--- src/rtl/slip_tx_pkg.sv ---
package slip_tx_pkg;
    localparam int TYPE_W = 4;
    localparam int LEN_W  = 12;
    localparam int SEQ_W  = 3;
    localparam int HDR_N  = 4;
    localparam int HIDX_W = $clog2(HDR_N);

    localparam logic [7:0] FRAME_MARK = 8'hC0;
    localparam logic [7:0] ESC_LEAD   = 8'hDB;
    localparam logic [7:0] ESC_MARK   = 8'hDC;
    localparam logic [7:0] ESC_SELF   = 8'hDD;

    typedef enum logic [2:0] {
        ST_IDLE,
        ST_OPEN,
        ST_HDR,
        ST_PAY,
        ST_CLOSE
    } tx_state_e;

    function automatic logic type_reliable(input logic [TYPE_W-1:0] t);
        return (t == 4'd1) || (t == 4'd2) || (t == 4'd4) || (t == 4'd5);
    endfunction
endpackage

--- src/rtl/slip_hdr_pack.sv ---
module slip_hdr_pack
    import slip_tx_pkg::*;
(
    input  logic [TYPE_W-1:0]     pkt_type_i,
    input  logic [LEN_W-1:0]      pkt_len_i,
    input  logic [SEQ_W-1:0]      ack_i,
    input  logic [SEQ_W-1:0]      seq_i,
    output logic [HDR_N-1:0][7:0] hdr_o,
    output logic                  reliable_o
);
    logic [7:0] sum8;

    always_comb begin
        reliable_o = type_reliable(pkt_type_i);
        hdr_o[0]   = {reliable_o, 1'b0, ack_i, (reliable_o ? seq_i : 3'd0)};
        hdr_o[1]   = {pkt_len_i[3:0], pkt_type_i};
        hdr_o[2]   = pkt_len_i[11:4];
        sum8       = hdr_o[0] + hdr_o[1] + hdr_o[2];
        hdr_o[3]   = ~sum8;
    end
endmodule

--- src/rtl/slip_esc_map.sv ---
module slip_esc_map
    import slip_tx_pkg::*;
(
    input  logic [7:0] raw_i,
    output logic [7:0] first_o,
    output logic [7:0] second_o,
    output logic       split_o
);
    always_comb begin
        split_o  = (raw_i == FRAME_MARK) || (raw_i == ESC_LEAD);
        first_o  = split_o ? ESC_LEAD : raw_i;
        second_o = (raw_i == FRAME_MARK) ? ESC_MARK : ESC_SELF;
    end
endmodule

--- src/rtl/slip_frame_tx.sv ---
module slip_frame_tx
    import slip_tx_pkg::*;
(
    input  logic              clk,
    input  logic              rst_n,
    input  logic              start_i,
    input  logic [TYPE_W-1:0] pkt_type_i,
    input  logic [LEN_W-1:0]  pkt_len_i,
    input  logic [SEQ_W-1:0]  ack_num_i,
    input  logic              pl_valid_i,
    input  logic [7:0]        pl_data_i,
    output logic              pl_ready_o,
    output logic              out_valid_o,
    output logic [7:0]        out_data_o,
    input  logic              out_ready_i,
    output logic              busy_o,
    output logic              done_o,
    output logic [SEQ_W-1:0]  seq_o
);
    typedef struct packed {
        tx_state_e                st;
        logic [HIDX_W-1:0]        hidx;
        logic [LEN_W-1:0]         rem;
        logic                     esc_pend;
        logic [7:0]               esc_tail;
        logic [HDR_N-1:0][7:0]    hdr;
        logic [SEQ_W-1:0]         seq;
        logic                     done;
    } regs_t;

    regs_t q, d;

    logic [HDR_N-1:0][7:0] hdr_new;
    logic                  rel_new;
    logic [7:0]            raw_byte, esc_first, esc_second;
    logic                  esc_split, accept;

    slip_hdr_pack u_hdr (
        .pkt_type_i (pkt_type_i),
        .pkt_len_i  (pkt_len_i),
        .ack_i      (ack_num_i),
        .seq_i      (q.seq),
        .hdr_o      (hdr_new),
        .reliable_o (rel_new)
    );

    slip_esc_map u_esc (
        .raw_i    (raw_byte),
        .first_o  (esc_first),
        .second_o (esc_second),
        .split_o  (esc_split)
    );

    always_comb begin
        raw_byte = (q.st == ST_HDR) ? q.hdr[q.hidx] : pl_data_i;

        if (q.esc_pend) begin
            out_valid_o = 1'b1;
            out_data_o  = q.esc_tail;
        end else begin
            unique case (q.st)
                ST_OPEN, ST_CLOSE: begin
                    out_valid_o = 1'b1;
                    out_data_o  = FRAME_MARK;
                end
                ST_HDR: begin
                    out_valid_o = 1'b1;
                    out_data_o  = esc_first;
                end
                ST_PAY: begin
                    out_valid_o = pl_valid_i;
                    out_data_o  = esc_first;
                end
                default: begin
                    out_valid_o = 1'b0;
                    out_data_o  = 8'h00;
                end
            endcase
        end

        accept     = out_valid_o && out_ready_i;
        pl_ready_o = (q.st == ST_PAY) && !q.esc_pend && out_ready_i;

        d      = q;
        d.done = 1'b0;
        if (q.st == ST_IDLE) begin
            if (start_i) begin
                d.st   = ST_OPEN;
                d.hdr  = hdr_new;
                d.rem  = pkt_len_i;
                d.hidx = '0;
                if (rel_new) d.seq = q.seq + 1'b1;
            end
        end else if (accept) begin
            if (q.esc_pend) begin
                d.esc_pend = 1'b0;
            end else begin
                unique case (q.st)
                    ST_OPEN: d.st = ST_HDR;
                    ST_HDR: begin
                        d.esc_pend = esc_split;
                        d.esc_tail = esc_second;
                        d.hidx     = q.hidx + 1'b1;
                        if (q.hidx == HIDX_W'(HDR_N - 1))
                            d.st = (q.rem == '0) ? ST_CLOSE : ST_PAY;
                    end
                    ST_PAY: begin
                        d.esc_pend = esc_split;
                        d.esc_tail = esc_second;
                        d.rem      = q.rem - 1'b1;
                        if (q.rem == LEN_W'(1)) d.st = ST_CLOSE;
                    end
                    ST_CLOSE: begin
                        d.st   = ST_IDLE;
                        d.done = 1'b1;
                    end
                    default: d.st = ST_IDLE;
                endcase
            end
        end
    end

    always_ff @(posedge clk) begin
        if (!rst_n) begin
            q <= '{st: ST_IDLE, hidx: '0, rem: '0, esc_pend: 1'b0,
                   esc_tail: 8'h00, hdr: '0, seq: '0, done: 1'b0};
        end else begin
            q <= d;
        end
    end

    assign busy_o = (q.st != ST_IDLE);
    assign done_o = q.done;
    assign seq_o  = q.seq;

    assert_hold_R9: assert property (@(posedge clk) disable iff (!rst_n)
        (out_valid_o && !out_ready_i && (q.st != ST_PAY || q.esc_pend))
        |=> (out_valid_o && $stable(out_data_o)));

    assert_esc_tail_R2: assert property (@(posedge clk) disable iff (!rst_n)
        q.esc_pend |-> (out_data_o == ESC_MARK || out_data_o == ESC_SELF));

    assert_no_inner_mark_R1: assert property (@(posedge clk) disable iff (!rst_n)
        (q.st == ST_PAY && !q.esc_pend && pl_valid_i)
        |-> (out_valid_o && out_data_o != FRAME_MARK));

    assert_seq_step_R6: assert property (@(posedge clk) disable iff (!rst_n)
        (q.seq != $past(q.seq)) |-> (q.seq == $past(q.seq) + 3'd1));

    assert_busy_start_R10: assert property (@(posedge clk) disable iff (!rst_n)
        (busy_o && start_i) |=> $stable(seq_o));

    assert_done_pulse_R11: assert property (@(posedge clk) disable iff (!rst_n)
        done_o |=> !done_o);
endmodule

--- config.mk ---
export PLATFORM = sky130hd
export DESIGN_NAME = slip_frame_tx
export DESIGN_NICKNAME = d
export VERILOG_FILES = /design/src/rtl/slip_tx_pkg.sv /design/src/rtl/slip_hdr_pack.sv /design/src/rtl/slip_esc_map.sv /design/src/rtl/slip_frame_tx.sv
export SDC_FILE = /design/constraint.sdc
export NUM_CORES = 1
export LEC_CHECK = 0
export ABC_CLOCK_PERIOD_IN_PS = 2700
export BUFFER_PORTS_ARGS = -buffer_cell sky130_fd_sc_hd__buf_2
export CORE_MARGIN = 1.5
export CORE_UTILIZATION = 30
export DETAILED_ROUTE_END_ITERATION = 8
export HOLD_SLACK_MARGIN = 0.05
export SLEW_MARGIN = 20
export SYNTH_ARGS = -nofsm -noshare
export SYNTH_HDL_FRONTEND = slang
export SYNTH_HIERARCHICAL = 1
export SYNTH_SLANG_ARGS = --single-unit
--- constraint.sdc ---
create_clock -name clk -period 2.7 [get_ports clk]
set_clock_uncertainty 0.1 [all_clocks]
set_input_delay 0.27 -clock clk [delete_from_list [all_inputs] [get_ports clk]]
set_output_delay 0.27 -clock clk [all_outputs]
set_load 0.02 [all_outputs]
==> results of run 1 <==
## power breakdown
| part | switching (mW) | leakage (nW) | internal (mW) | total (mW) |
|---|---|---|---|---|
| clock network | 0.409 | 0.152 | 0.760 | 1.17 |
| registers | 0.0598 | 0.507 | 0.992 | 1.05 |
| logic | 0.472 | 1.37 | 0.342 | 0.814 |
| total | 0.941 | 2.03 | 2.09 | 3.03 |
## cell type report
cell class,instances,share of cell area (%)
Inverter,17,1.30
Multi-Input combinational cell,375,51.0
Clock buffer,12,5.21
Clock inverter,4,0.916
Timing Repair Buffer,85,11.9
Tap cell,176,4.48
Sequential cell,62,25.3
## cell usage in the layout (no fill, tap or decap), types with 4 or more instances in the layout
cell type,instances
nand2_1,114
dfxtp_1,60
a21oi_1,46
buf_2,40
buf_4,40
nor2_1,27
o21ai_0,21
inv_1,17
ha_1,11
nand2_2,9
mux2i_1,9
clkbuf_16,9
mux4_2,8
xnor2_1,8
conb_1,8
nand3_1,7
o21ai_1,6
nand2b_1,6
nand4_1,6
fa_1,6
a221oi_1,4
## path summary, 6_finish.rpt
| kind | from | endpoint | slack, ps | cells after the start |
|---|---|---|---|---|
| worst max register to register | q[58] | q[44] | 180 | 9 |
| worst min-delay path | ack_num_i[0] | q[7] | 110 | 3 |
| worst min register to register | q[14] | q[14] | 350 | 2 |
| worst max-delay path | q[58] | out_data_o[4] | -160 | 9 |
## layer usage
layer,routed length (microns),GRT usage [%],up-vias
li1,-,-,1807
met5,0,0,-
met4,165,4.89,0
met3,515,2.78,14
met1,5030,21.6,1713
met2,5070,25.0,96
## critical path, stage by stage, from the launching register on
cell and delay [ps]:
dfxtp_2 340, buf_12 130, mux4_2 550, nand2_2 100, nand2_2 50, nand4bb_4 260
o41ai_4 340, nand2_1 90, o21ai_1 140, buf_4 150
## sequential cells by signal, indices dropped and copies added, names as in the netlist
| register | cells |
|---|---|
| done_o | 1 |
| seq_o | 3 |
| q | 58 |
## what timing repair did
action,CTS,global route
gates resized for setup,16,14
endpoints found under the hold margin,0,0
pin swaps,1,5
setup buffers,3,6
setup endpoints to repair,4,7
## stage by stage
stage / power, mW / setup WS [ps]
3_3_place_gp: 1.83 / -219
2_1_floorplan: 1.64 / -94.0
6_report: 3.03 / -162
4_1_cts: 3.03 / -39.6
5_1_grt: 3.20 / -245
3_5_place_dp: 1.84 / -240
## logic make-up (layout without fill, tap and decap cells)
| group | count (synthesis) | after routing |
|---|---|---|
| AO/OA/AOI/OAI | 114 | 114 |
| AND/OR/NAND/NOR | 205 | 205 |
| XOR/XNOR | 11 | 11 |
| multiplexers | 18 | 18 |
| buffers and inverters | 80 | 118 |
| flip-flops | 62 | 62 |
| adder cells (fa/ha/maj) | 19 | 19 |
| other | 3 | 8 |
==> flow_summary.toml, run 1 <==
[outcome]
status = "finished with violations"
violations = "negative setup slack"

[clocking]
cts_buffers = 9
cts-root-buf = "clkbuf_16"
clkSinkCount = 62
cts_buffer_depth = 2
insertion_delay_ps = 330
clkTransAtPathRegs_ps = 50
cts_tree = "built"
cts_hold_buf = 0
htreeDepth = 3

[flow_run]
cap_violations = 0

[cells_and_area]
final_util_pct = 37.3
drive_above_1_share_pct = 26.5
multi_input_area_sq_um = 2510
synthToLayoutAreaGrowth_pct = 21.7
nets = 601
nFillCells = 1354
diodes = 0
finish.instance_area_sq_um = 4920
fin_cells = 731
regArea_sq_um = 1240

[yosys]
yosys-top-cells-area = "dfxtp_1 (31%), nand2_1 (11%), buf_4 (5.8%), a21oi_1 (5.7%), mux4_2 (4.5%)"
synth_cell_types = 69
yosys_most_used_dff = "dfxtp_1"
synth_top_family_by_area = "simple AND/OR/NAND/NOR gates"
syn_area_per_cell_sq_um = 7.89
synthArstFlopShare_pct = 0
synthAdderAreaFrac_pct = 7.18
synth_top_area_share_pct = 30.7
ys_seq_elements = 62
synth_edf_count = 0
synth_top_cell_by_area = "dfxtp_1"
yosys.area_share.simple_pct = 24.1
synthMuxAreaShare_pct = 6.97
synth_compound_area_share_pct = 17.8
ys_seq_area_share_pct = 30.7
ys_warn_count = 6
netlist_area_sq_um = 4040
synth_xor_area_share_pct = 2.38
synthTopCellsByCount = "nand2_1 (123), dfxtp_1 (62), a21oi_1 (46), buf_4 (31)"
syn_inst = 512
synth.most_common_cell = "nand2_1"

[drt]
drc = 0
drtAntennaViolNets = 0
drtIter0Drc = 350
routed_wl_microns = 10800
viasPerCell = 4.97
via_count = 3630
avgRoutedWirePerCell_microns = 14.8
dr.pass1.iters = 4

[timing]
clock.fmax_ghz = 0.349
tns_ps = -416
fin_hold_ws_ps = 112
hold_viol_final = 0
period_needed_ps = 2860
final-max-slew-violation-count = 0
setup_slack_ps = -162
slew_headroom_pct = 33.0
tightest_slew_ps = 1000
rsz0062_at_grt = "true"
setup_viol = 4
min_period_over_period_pct = 106

[placed_design]
dp_hpwl_microns = 7660
gp_congestion = 0.842
io_buffers = 46
post-place-cells = 706
place_area_sq_um = 4420

[worst_setup_path]
crit_type = "reg2out"
path_max_fanout = 7
start_kind = "flip-flop"
required_ps = 2330
crit_arrival_ps = 2490
end_kind = "output port"

[die]
row_count = 42
die_y_microns = 119
io_pins = 47
dieArea_sq_um = 14200
fp.dieW_microns = 119
core_sq_um = 13200
initial_utilization_pct = 30.6

[pwr]
power_density_nw_per_um2 = 617
leakage_nw = 2.03
vdd_ir_drop_max_uv = 361

[global_route]
antenna_found_initial = 0
grt_overflow = 0
grtUsageTotal_pct = 15.7
grt_first_pass_wirelength_microns = 17800
grt_max_degree = 42
grt_pass1_vias = 3497

[min_path]
hold_class = "in2reg"
(Power assumes the default switching activity.)
==> inputs of run 2 (changes only) <==
--- a/config.mk
+++ b/config.mk
@@ -11,6 +11,8 @@
 export CORE_UTILIZATION = 30
 export DETAILED_ROUTE_END_ITERATION = 8
 export HOLD_SLACK_MARGIN = 0.05
+export PLACE_DENSITY_LB_ADDON = 0.2
+export REMOVE_ABC_BUFFERS = 1
 export SLEW_MARGIN = 20
 export SYNTH_ARGS = -nofsm -noshare
 export SYNTH_HDL_FRONTEND = slang
==> flow_summary.toml, run 2 (synthesized netlist as in run 1, its figures left out) <==
[clocking]
htreeDepth = 3
cts_tree = "built"
clkSinkCount = 62
insertion_delay_ps = 330
cts_hold_buf = 0
cts_buffers = 9
cts-root-buf = "clkbuf_16"
cts_buffer_depth = 2
clkTransAtPathRegs_ps = 50

[worst_setup_path]
reg2reg_slack_ps = 130
crit_arrival_ps = 2420
path_max_fanout = 6
r2r-start = "seq_o[1]"
slowest_delay_ps = 560
end_kind = "output port"
start_kind = "flip-flop"
crit_path_top_delay_cell = "mux4_2"
crit_type = "reg2out"
crit_path_cell_trace = "mux4_2 -> nand2_1 -> nand2_1 -> nand4bb_4 -> o41ai_2 -> nand2_1 -> o21ai_0 -> buf_2"
r2r_cells = 10
required_ps = 2330
r2r_end = "q[35]"
cpMostUsedCell = "nand2_1"

[cells_and_area]
synthToLayoutAreaGrowth_pct = 19.1
nets = 602
final_cell_mix = "nand2_1 (119), dfxtp_1 (60), a21oi_1 (46), buf_2 (42), buf_4 (41)"
diodes = 0
regMostFlops = "q"
largest_reg_flops = 58
drive_above_1_share_pct = 25.4
final_common_cell = "nand2_1"

[drt]
drtIter0Drc = 276
routed_wl_microns = 11200
via_count = 3588
dr.pass1.iters = 5
avgRoutedWirePerCell_microns = 15.3
drtAntennaViolNets = 0
drc = 0
viasPerCell = 4.91

[global_route]
grt_pass1_vias = 3468
grtUsageTotal_pct = 16.4
grt_overflow = 0
grt_max_degree = 34
grt_first_pass_wirelength_microns = 18200
antenna_found_initial = 0

[min_path]
hold_end = "q[9]"
hold_class = "in2reg"
min_path_cells = 3
hold_start = "ack_num_i[2]"

[pwr]
p_int_mw = 1.94
clock_power_share_pct = 35.7
p_sw_mw = 0.957
vdd_ir_drop_max_uv = 355
leakage_nw = 1.99
swShare_pct = 33.0
power_density_nw_per_um2 = 602
p_seq_share_pct = 36.1
power_frac_comb_pct = 28.2

[timing]
fin_hold_ws_ps = 99.4
setup_slack_ps = -87.7
min_period_over_period_pct = 103
period_needed_ps = 2790
hold_viol_final = 0
tightest_slew_ps = 554
clock.fmax_ghz = 0.359
slew_headroom_pct = 62.9
rsz0062_at_grt = "true"
final-max-slew-violation-count = 0
tns_ps = -307
setup_viol = 4

[flow_run]
cap_violations = 0

[placed_design]
gp_congestion = 0.854
dp_hpwl_microns = 8150
io_buffers = 46

[die]
initial_utilization_pct = 30.6
fp.dieW_microns = 119
dieArea_sq_um = 14200
row_count = 42
io_pins = 47
core_sq_um = 13200
die_y_microns = 119

[outcome]
violations = "negative setup slack"
status = "finished with violations"
## run 2: changes by cell type in the layout (fill, tap and decap cells not counted), moves of 2 or more
cell / previous run / this run
clkbuf_8: 2 / 0
o21ai_1: 6 / 3
buf_2: 40 / 42
buf_12: 3 / 0
nand2_2: 9 / 4
o21ai_0: 21 / 24
nand2_1: 114 / 119
## run 2: area by class of cell
cell class / instances / area, sq um
fill: 1374 / 8380
timing repair buffer: 86 / 552
clock buffer: 10 / 229
multi-input combinational: 375 / 2470
sequential: 62 / 1250
tap: 176 / 220
clock inverter: 5 / 27.5
inverter: 17 / 63.8
## run 2: how the worst max path moves through the flow
stage / startpoint / slack [ps] / endpoint
after detailed placement: pkt_type_i[0] / -500 / q[35]
final: q[58] / -90 / out_data_o[0]
after global routing: q[58] / -270 / out_data_o[1]
after CTS: q[58] / -80 / out_data_o[1]
after floorplan: q[59] / -920 / q[56]
after global placement: pkt_type_i[2] / -410 / q[35]
## run 2: timing repair
| action | 4_1_cts | 5_1_grt |
|---|---|---|
| endpoints found under the setup margin | 6 | 7 |
| pin swaps | 2 | 12 |
| resized for setup | 14 | 13 |
| endpoints found under the hold margin | 0 | 0 |
| buffers inserted | 2 | 2 |
| gates cloned | 0 | 0 |
## run 2: layer usage
metal / part of all wire (%) / up-vias / track usage, %
met5: 0 / - / 0
met3: 4.4 / 11 / 3.35
met4: 1.5 / 0 / 5.72
met1: 48 / 1678 / 22.0
li1: - / 1818 / -
met2: 46 / 81 / 26.0
## run 2: power groups by stage
stage	combinational [mW]	clock, mW	sequential, mW
finish	0.818	1.03	1.05
global route	0.915	1.11	1.06
CTS	0.807	1.06	1.04
detailed placement	0.789	0	1.07
global placement	0.781	0	1.06
floorplan	0.513	0	1.06
## run 2: worst max-delay path, delay by kind of cell (launching register included)
kind	cells	cell delay, ps
AOI/OAI and AO/OA	2	410
muxes	1	560
DFF	1	410
buffers and inverters	1	190
and+or+nand+nor	4	520
## run 2: metrics by stage
step,utilization [%],setup WS [ps],std cells,instance area [sq um],power (mW)
after global placement,33.5,-413,712,4420,1.84
final,36.5,-87.7,731,4810,2.90
after global routing,36.5,-270,731,4810,3.09
after CTS,36.1,-81.1,729,4760,2.92
after floorplan,-,-918,454,3690,1.58
after detailed placement,33.5,-499,712,4420,1.85
==> inputs of run 3 (changes only) <==
--- a/config.mk
+++ b/config.mk
@@ -7,6 +7,7 @@
 export LEC_CHECK = 0
 export ABC_CLOCK_PERIOD_IN_PS = 2700
 export BUFFER_PORTS_ARGS = -buffer_cell sky130_fd_sc_hd__buf_2
+export CORE_ASPECT_RATIO = 0.5
 export CORE_MARGIN = 1.5
 export CORE_UTILIZATION = 30
 export DETAILED_ROUTE_END_ITERATION = 8
==> flow_summary.toml, run 3 (synthesized netlist as in run 1, its figures left out) <==
[min_path]
min_path_cells = 3
hold_start = "ack_num_i[1]"
hold_end = "q[8]"
hold_class = "in2reg"

[clocking]
clkSinkCount = 62
cts_tree = "built"
cts_hold_buf = 0
clkTransAtPathRegs_ps = 60
htreeDepth = 3
cts-root-buf = "clkbuf_16"
insertion_delay_ps = 340
cts_buffer_depth = 2
cts_buffers = 9

[drt]
dr.pass1.iters = 4
met1_length_microns = 5900
drtAntennaViolNets = 0
routed_wl_microns = 11100
viasPerCell = 4.93
highest_layer = "met4"
dr_wl_met3_microns = 467
drc = 0
drtIter0Drc = 238
dr_wl_met2_microns = 4650
avgRoutedWirePerCell_microns = 15.4
via_count = 3558

[timing]
rsz0062_at_grt = "true"
period_needed_ps = 2730
clock.fmax_ghz = 0.367
min_period_over_period_pct = 101
setup_slack_ps = -26.2
hold_viol_final = 0
tightest_slew_ps = 580
setup_viol = 4
slew_headroom_pct = 61.1
final-max-slew-violation-count = 0

[placed_design]
io_buffers = 46
gp_congestion = 0.763
place_area_sq_um = 4410
place_ws_ps = -454
dp_hpwl_microns = 8080

[flow_run]
cap_violations = 0

[cells_and_area]
final_cell_mix = "nand2_1 (114), dfxtp_1 (61), a21oi_1 (46), buf_2 (42), buf_4 (35)"
nFillCells = 1347
finish.instance_area_sq_um = 4890
regMostFlops = "q"
final_common_cell = "nand2_1"
synthToLayoutAreaGrowth_pct = 21.0
nets = 597
diodes = 0
drive_above_1_share_pct = 26.0
largest_reg_flops = 58

[die]
die_y_microns = 85.1
dieArea_sq_um = 14200
io_pins = 47
initial_utilization_pct = 31.3
row_count = 29
fp.dieW_microns = 167
core_sq_um = 12900

[global_route]
grt_max_degree = 41
grt_first_pass_wirelength_microns = 18200
grt_pass1_vias = 3344
antenna_found_initial = 0
grt_overflow = 0
grtUsageTotal_pct = 16.6

[pwr]
power_density_nw_per_um2 = 646
p_total_mw = 3.16
vdd_ir_drop_max_uv = 329
leakage_nw = 2.01

[worst_setup_path]
end_kind = "output port"
r2r_cells = 9
crit_path_top_delay_cell = "mux4_2"
cpLargestDelayFamily = "multiplexers"
crit_path_cell_trace = "mux4_2 -> nand2_2 -> nand2_2 -> nand4bb_4 -> o41ai_2 -> nand2_1 -> o21ai_1 -> buf_4"
path_max_fanout = 5
r2r-start = "q[58]"
r2r_end = "q[36]"
crit_type = "reg2out"
cpMostUsedCell = "nand2_2"
required_ps = 2330
slowest_delay_ps = 560
start_kind = "flip-flop"
crit_arrival_ps = 2360
crit_buf_inv = 1
reg2reg_slack_ps = 130

[outcome]
violations = "negative setup slack"
status = "finished with violations"
## run 3: cell count changes in the layout (fill, tap and decap cells not counted), sizes merged
cell,previous run,this run
buf,86,81
bufinv,0,2
clkinv,4,2
inv,17,18
## run 3: report_power, final
group | switching, mW | leakage (nW) | internal, mW | total (mW)
registers | 0.0581 | 0.507 | 0.990 | 1.05
logic | 0.480 | 1.34 | 0.340 | 0.820
clock network | 0.453 | 0.159 | 0.839 | 1.29
## run 3: worst max path at each step
stage,startpoint,to,slack [ps],depth (start not counted)
2_1_floorplan,q[59],q[56],-920,4
3_3_place_gp,pkt_type_i[2],q[35],-400,14
3_5_place_dp,pkt_type_i[2],q[35],-450,14
4_1_cts,q[58],out_data_o[1],-20,8
5_1_grt,pkt_type_i[2],q[35],-170,14
6_report,q[58],out_data_o[4],-30,8
## run 3: what timing repair did
| action | 4_1_cts | 5_1_grt |
|---|---|---|
| endpoints found under the setup margin | 6 | 8 |
| pin swaps | 6 | 4 |
| buffers inserted | 1 | 0 |
| gates resized for setup | 30 | 9 |
## run 3: final cells by class
class	count	area (sq um)	area share (%)
inverter	17	63.8	1.31
multi-input combinational	375	2500	51.2
clock buffer	10	239	4.89
sequential	62	1240	25.5
tap	170	213	4.35
timing repair buffer	81	531	10.9
clock inverter	6	93.8	1.92
## run 3: per-stage QoR
step | hold slack [ps] | util [%] | TNS (ps) | std cells
global route | 107 | 37.8 | -635 | 721
CTS | 89.1 | 37.6 | -33.7 | 721
finish | 93.0 | 37.8 | -45.9 | 721
detailed placement | 347 | 34.2 | -812 | 704
global placement | 342 | 34.2 | -601 | 704
floorplan | 298 | - | -11210 | 454
## run 3: metal layers
layer,track usage [%],vias to the layer above
met5,0,-
met4,4.71,0
met3,4.34,10
met2,23.7,69
met1,24.3,1675
li1,-,1804
## run 3: worst min-delay path: cells and delay by family
family / cells / cell delay, ps
buffers and inverters: 1 / 120
and+or+nand+nor: 1 / 50
AOI/OAI and AO/OA: 1 / 50
